==> src/rtl/pend_status_reg.sv <==
module pend_status_reg #(
  parameter logic [15:0] REG_ID    = 16'hC608,
  parameter logic [5:0]  TRAP_EC   = 6'h18,
  parameter int          DATA_W    = 64,
  parameter int          ALIAS_W   = 32,
  parameter int          BIT_SERR  = 8,
  parameter int          BIT_IRQ   = 7,
  parameter int          BIT_FIQ   = 6
) (
  input  logic              clk,
  input  logic              rst_n,
  input  logic              phys_irq,
  input  logic              phys_fiq,
  input  logic              phys_serr,
  input  logic              virt_irq,
  input  logic              virt_fiq,
  input  logic              virt_serr,
  input  logic              serr_edge_mode,
  input  logic              serr_taken,
  input  logic [1:0]        cur_el,
  input  logic              nonsecure,
  input  logic              sec_hyp_en,
  input  logic [2:0]        hyp_ovr,
  input  logic              el2_enabled,
  input  logic              el3_present,
  input  logic              fgt_en,
  input  logic              fgt_rd_trap,
  input  logic              req_valid,
  input  logic              req_write,
  input  logic [15:0]       req_id,
  input  logic              req_alias32,
  output logic              rd_ok,
  output logic              rd_undef,
  output logic              rd_trap,
  output logic [5:0]        trap_class,
  output logic [DATA_W-1:0] rd_data
);

  logic serr_prev, serr_lat, past_ok;
  logic serr_rise, serr_src;

  assign serr_rise = phys_serr & ~serr_prev;

  always_ff @(posedge clk or negedge rst_n) begin
    if (!rst_n) begin
      serr_prev <= 1'b0;
      serr_lat  <= 1'b0;
      past_ok   <= 1'b0;
    end else begin
      serr_prev <= phys_serr;
      past_ok   <= 1'b1;
      if (serr_rise)       serr_lat <= 1'b1;
      else if (serr_taken) serr_lat <= 1'b0;
    end
  end

  assign serr_src = serr_edge_mode ? serr_lat : phys_serr;

  logic       virt_ok;
  logic [2:0] sel_v;
  logic [2:0] pend;

  assign virt_ok = (cur_el == 2'd1) && (nonsecure || sec_hyp_en);
  assign sel_v   = virt_ok ? hyp_ovr : 3'b000;
  assign pend[2] = sel_v[2] ? virt_serr : serr_src;
  assign pend[1] = sel_v[1] ? virt_irq  : phys_irq;
  assign pend[0] = sel_v[0] ? virt_fiq  : phys_fiq;

  logic hit, trap_cond;
  logic [DATA_W-1:0] value;

  assign hit       = req_valid && (req_id == REG_ID);
  assign trap_cond = (cur_el == 2'd1) && el2_enabled &&
                     (!el3_present || fgt_en) && fgt_rd_trap;

  assign rd_undef  = hit && (req_write || cur_el == 2'd0);
  assign rd_trap   = hit && !rd_undef && trap_cond;
  assign rd_ok     = hit && !rd_undef && !trap_cond;
  assign trap_class = rd_trap ? TRAP_EC : 6'd0;

  always_comb begin
    value = '0;
    value[BIT_SERR] = pend[2];
    value[BIT_IRQ]  = pend[1];
    value[BIT_FIQ]  = pend[0];
    if (req_alias32) value[DATA_W-1:ALIAS_W] = '0;
  end

  assign rd_data = rd_ok ? value : '0;

  AST_ONE_OUTCOME: assert property (@(posedge clk) disable iff (!rst_n)
    (req_valid && req_id == REG_ID) |-> $countones({rd_ok, rd_undef, rd_trap}) == 1);
  AST_NO_HIT_QUIET: assert property (@(posedge clk) disable iff (!rst_n)
    (req_id != REG_ID) |-> !(rd_ok || rd_undef || rd_trap) && rd_data == '0);
  AST_EL0_UNDEF: assert property (@(posedge clk) disable iff (!rst_n)
    (req_valid && req_id == REG_ID && cur_el == 2'd0) |-> rd_undef && rd_data == '0);
  AST_HIGH_EL_NO_TRAP: assert property (@(posedge clk) disable iff (!rst_n)
    (cur_el[1]) |-> !rd_trap);
  AST_RES0: assert property (@(posedge clk) disable iff (!rst_n)
    rd_data[5:0] == '0 && rd_data[DATA_W-1:9] == '0);
  AST_SET_WINS: assert property (@(posedge clk) disable iff (!rst_n)
    (past_ok && $past(phys_serr && !serr_prev)) |-> serr_lat);
  AST_TAKEN_CLR: assert property (@(posedge clk) disable iff (!rst_n)
    (past_ok && $past(serr_taken && !(phys_serr && !serr_prev))) |-> !serr_lat);

endmodule

==> config.mk <==
export PLATFORM = sky130hd
export DESIGN_NAME = pend_status_reg
export DESIGN_NICKNAME = d
export VERILOG_FILES = /design/src/rtl/pend_status_reg.sv
export SDC_FILE = /design/constraint.sdc
export NUM_CORES = 1
export LEC_CHECK = 0
export ABC_AREA = 1
export BUFFER_PORTS_ARGS = -buffer_cell sky130_fd_sc_hd__buf_2
export CAP_MARGIN = 20
export CORE_ASPECT_RATIO = 1.2
export CORE_MARGIN = 10
export CORE_UTILIZATION = 31
export CTS_CLUSTER_SIZE = 14
export DETAILED_ROUTE_END_ITERATION = 8
export GPL_TIMING_DRIVEN = 0
export PLACE_DENSITY = 0.83
export SLEW_MARGIN = 20
export SYNTH_ARGS = -nofsm -noshare
export SYNTH_HDL_FRONTEND = slang
export SYNTH_SLANG_ARGS = --single-unit
==> constraint.sdc <==
create_clock -name clk -period 1.1 [get_ports clk]
set_input_delay 0.11 -clock clk [delete_from_list [all_inputs] [get_ports clk]]
set_output_delay 0.11 -clock clk [all_outputs]
set_load 0.01 [all_outputs]
; ---- Word level (Yosys, flattened, before mapping)
; Cells that the tools add are included.
[word_totals]
regBits = 2
elab_cells = 32
output_inout_bits = 73
romBits = 0
mem_bits_rw = 0
mem_count = 0
latchBits = 0
[op_classes]
multipliers = 0
addsub = 0
bitwise_logic = 2
div_mod_pow = 0
magnitude_cmp = 0
n_mux = 9
shifts = 0
n_eq_ne = 2
n_reduce_logical = 17
[op_table]
columns = op, count
row1 = $eq A16 B16 Y1 const B, 1
row2 = $logic_and A1 B1 Y1, 9
row3 = $mux W9, 1
row4 = $mux W1, 6
row5 = $mux W5, 1
row6 = $logic_not A1 Y1, 3
row7 = $logic_or A1 B1 Y1, 3
row8 = $mux W3, 1
row9 = $eq A2 B1 Y1 const B, 1
row10 = $logic_not A2 Y1, 1
row11 = $reduce_bool A2 Y1, 1
row12 = $and A1 B1 Y1, 1
row13 = $not A1 Y1, 1

; ---- Longest topological paths before layout
[logic_depth]
ltp_word = 7
ltp_mapped = 8
depth_no_buf = 8

; ---- Worst setup path after synthesis
; Ideal clock, no wire load.
[synth_timing]
kind = input-to-output
from = input req_id[1]
to = output trap_class[3]
required_time_ps = 990
stages = 5
arrival_ps = 978
setup_slack_ps = 12
cell_sequence = or2_4 nor2_4 nand3_1 nor2_1 buf_4
[synth_between]
elab_chain_cells = 7
[synth_rtl]
columns = item, line_no
row1 = start: declaration, 30  ; input logic [15:0] req_id,
row2 = $eq A16 B16 Y1 *, 72  ; assign hit = req_valid && (req_id == REG_ID);
row3 = $logic_and A1 B1 Y1 *, 72
row4 = $logic_and A1 B1 Y1, 76  ; assign rd_undef = hit && (req_write || cur_el == 2'd0);
row5 = $logic_not A1 Y1, 77  ; assign rd_trap = hit && !rd_undef && trap_cond;
row6 = $logic_and A1 B1 Y1 * (2 in series), 77
row7 = net rd_trap, 34  ; output logic rd_trap,
row8 = $mux W5 *, 79  ; assign trap_class = rd_trap ? TRAP_EC : 6'd0;
row9 = end: declaration, 35  ; output logic [5:0] trap_class,
; Mark *: on every way through the listed nets, which the timed path passes. The rest lies on a longest branch.

; ---- Worst setup path in the final report
[layout_timing]
from = register serr_lat
to = output rd_data[8]
[layout_between]
elab_chain_cells = 3
[layout_rtl]
columns = item, line_no
row1 = start: declaration, 39  ; logic serr_prev, serr_lat, past_ok;
row2 = start signal: assignment, 47  ; serr_lat <= 1'b0;
row3 = start signal: assignment, 52  ; if (serr_rise) serr_lat <= 1'b1;
row4 = start signal: assignment, 53  ; else if (serr_taken) serr_lat <= 1'b0;
row5 = $mux W1, 57  ; assign serr_src = serr_edge_mode ? serr_lat : phys_serr;
row6 = $mux W1, 65  ; assign pend[2] = sel_v[2] ? virt_serr : serr_src;
row7 = $mux W9, 89  ; assign rd_data = rd_ok ? value : '0;
row8 = end: declaration, 36  ; output logic [DATA_W-1:0] rd_data
; No other way between the ends.

==> run_results.csv <==
group,metric,value,unit
synthesis,ys_types,15,
final_layout,areaGrowthSynthToFinish,72.7,%
synthesis,yosysTopAreaCellShare,0.596,
synthesis,avgSynthCellArea,6.55,µm²
synthesis,synth_top_area_cell,"buf_4",
global_routing,use_met2,0.168,
synthesis,synth_cells,129,
synthesis,synth_compound_area_frac,0.0193,
final_layout,final_common_cell,"buf_4",
setup_path,r2r_cells,2,
sta,slew_violations,0,
final_layout,ff_latch_area,50.0,µm²
worst_hold_path,hold_end,"serr_lat",
synthesis,synth_top_family_by_area,"buffers and inverters",
setup_path,cp_max_fo,2,
global_routing,grt_pass1_vias,869,
setup_path,r2r-end,"serr_lat",
setup_path,r2r-start,"serr_lat",
sta,fmax,0.857,GHz
floorplanning,num_io_pins,113,
setup_path,cpMaxStageDelayCell,"dfrtp_1",
synthesis,synth_warnings,0,
global_routing,grt_max_degree,7,
setup_path,startpoint_type,"flop",
pwr,vdd_drop_max,0.592,mV
setup_path,critPathCaptureType,"output pin",
global_routing,grt_usage,0.0993,
drt,first_iter_violations,11,
clock_network,cts_root_buf,"clkbuf_4",
drt,drt-wirelength-per-cell,10.0,µm
global_routing,antenna_found_initial,0,
sta,skew,0.00402,ns
final_layout,stdcell_count,277,
clock_network,cts_tree,"yes",
sta,layout_setup_ws,-0.0672,ns
sta,finalCritPeriodShare,1.06,
synthesis,synth.yosys.seq_area_share,0.0593,
clock_network,clkSinkCount,2,
clock_network,numCtsBuffers,3,
setup_path,critPathArrivalTime,1.06,ns
worst_hold_path,min_path_cells,2,
drt,detail-route-antenna-nets,0,
clock_network,clk_pin_slew_worst_paths,0.03,ns
sta,finalSetupViolCount,3,
floorplanning,core_area,2580,µm²
setup_path,cp.required,0.99,ns
global_routing,grt_pass1_wl,3970,µm
synthesis,synthAdderAreaFrac,0,
floorplanning,die_y,77.2,µm
floorplanning,rows,20,
global_routing,overflow,0,
setup_path,crit_chain,"nand2_1 -> o21ai_1 -> nand2_1 -> nand2_1 -> inv_1 -> nor2_1 -> buf_2",
floorplanning,dieArea,5220,µm²
global_routing,use_met1,0.0731,
pwr,power_density,482,nW/µm²
drt,route.detailed.drc,0,
sta,timing.hold.ws,0.0346,ns
setup_path,slowest_delay,0.33,ns
clock_network,cts_setup_buffers,0,
clock_network,clk_path_buf_depth,2,
drt,route.vias.total,873,
drt,wl,2780,µm
setup_path,reg2reg_setup_slack,0.50,ns
final_layout,fillers,249,
clock_network,worstSkewPairLatency,0.24,ns
synthesis,yosys.area_share.simple,0.259,
global_routing,grt_most_used_layer,"met2",
drt,drtPass1Iterations,2,
outcome,violations,"setup timing",
place,portBuffers,46,
final_layout,drive_above_1_share,0.541,
final_layout,final_cell_mix,"buf_4 (67), conb_1 (65), buf_2 (40)",
place,place_hpwl,2600,µm
place,place.gp.congestion,0.749,
floorplanning,initial_core_util,0.328,
sta,grt_setup_unrepaired,"true",
flow_run,cap_violations,0,
drt,avgViaCountPerCell,3.15,
synthesis,muxShareOfSynthArea,0,
final_layout,final_util,0.566,
worst_hold_path,hp-class,"input port to flop",
worst_hold_path,min_from,"serr_taken",
sta,period_needed,1.17,ns
outcome,outcome,"complete, but fails checks",
synthesis,synth-seq-cells,2,
final_layout,multi_input_comb_area,502,µm²
synthesis,syn_area,845,µm²
synthesis,synth.area.top_cells,"buf_4 (60%), nand2_1 (8.4%), dfrtp_1 (5.9%)",
clock_network,h-tree-depth,1,
global_routing,gr-usage-met3,0.0843,
pwr,leakagePower,0.000973,µW
final_layout,n_antenna_cell,0,
synthesis,synth-xor-area-share,0,
sta,hold_viol,0,
setup_path,crit_top_cell,"nand2_1",
floorplanning,die_w,67.6,µm
place,dp_cells,272,
setup_path,worstSetupPathType,"flop to output pin",
final_layout,fin_nets,286,
-- metrics by stage --
stage                     setup TNS [ns]  setup WS (ns)  cell area [µm²]  total power (µW)
after floorplan                        0         0.0120             1080               403
after global placement            -0.304         -0.129             1360               477
after detailed placement          -0.347         -0.145             1360               480
after CTS                         -0.240        -0.0974             1410               689
after global routing              -0.737         -0.218             1460               774
final                             -0.138        -0.0672             1460               704
-- routing by layer --
layer  wire (µm)  vias to the layer above
met5           0                        -
met4          53                        0
met3         641                        5
met2        1320                       73
met1         765                      314
li1            -                      481
-- cells in the mapped netlist, drive strengths merged --
| library cell | n |
|---|---|
| o22ai | 1 |
| nand3b | 1 |
| buf | 67 |
| clkinv | 2 |
| a21oi | 1 |
| nand2 | 19 |
| inv | 12 |
| nand4 | 1 |
| nand3 | 4 |
| or2 | 1 |
| nor2 | 16 |
| o21ai | 1 |
| conb | 1 |
| dfrtp | 2 |
-- critical path: cells and delay by family (launching register included) --
| family | cells | cell delay (ns) |
|---|---|---|
| AND/OR/NAND/NOR | 4 | 0.24 |
| AO/OA/AOI/OAI | 1 | 0.07 |
| buffers and inverters | 2 | 0.17 |
| flip-flops | 1 | 0.33 |
-- registers in the layout, summed over array words and instances, names as in the netlist --
name	flops
serr_lat	1
serr_prev	1
-- report_power, final --
group / switching (µW) / total, µW / internal, µW
Clock: 62.2 / 184 / 122
Combinational: 204 / 438 / 234
Sequential: 1.92 / 81.1 / 79.2
Total: 268 / 704 / 435
-- cells by family after synthesis --
| family | count (synthesis) |
|---|---|
| AOI/OAI and AO/OA | 3 |
| other | 1 |
| buffers and inverters | 81 |
| and+or+nand+nor | 42 |
| DFF | 2 |
-- cell type report --
cell class              instances  area share
clock buffers                   3      0.0154
flip-flops and latches          2      0.0343
repair buffers                 48       0.195
multi-input cells             110       0.344
well taps                      33      0.0283
plain buffers                  67       0.347
inverters                      14      0.0360
-- worst max path at each step --
stage,slack [ns],from,cells past startpoint,to
6_report,-0.07,serr_lat,7,rd_data[8]
5_1_grt,-0.22,serr_lat,7,rd_data[8]
4_1_cts,-0.1,serr_lat,7,rd_data[8]
3_5_place_dp,-0.15,req_id[1],7,trap_class[3]
3_3_place_gp,-0.13,req_id[1],7,trap_class[4]
2_1_floorplan,0.01,req_id[1],5,trap_class[3]
-- what timing repair did --
| action | 4_1_cts | 5_1_grt |
|---|---|---|
| pin swaps | 3 | 1 |
| gates resized for setup | 3 | 16 |
| hold buffers | 2 | 0 |
| endpoints found under the hold margin | 3 | 0 |
| setup endpoints to repair | 5 | 8 |
Power figures use the tool's default switching activity.
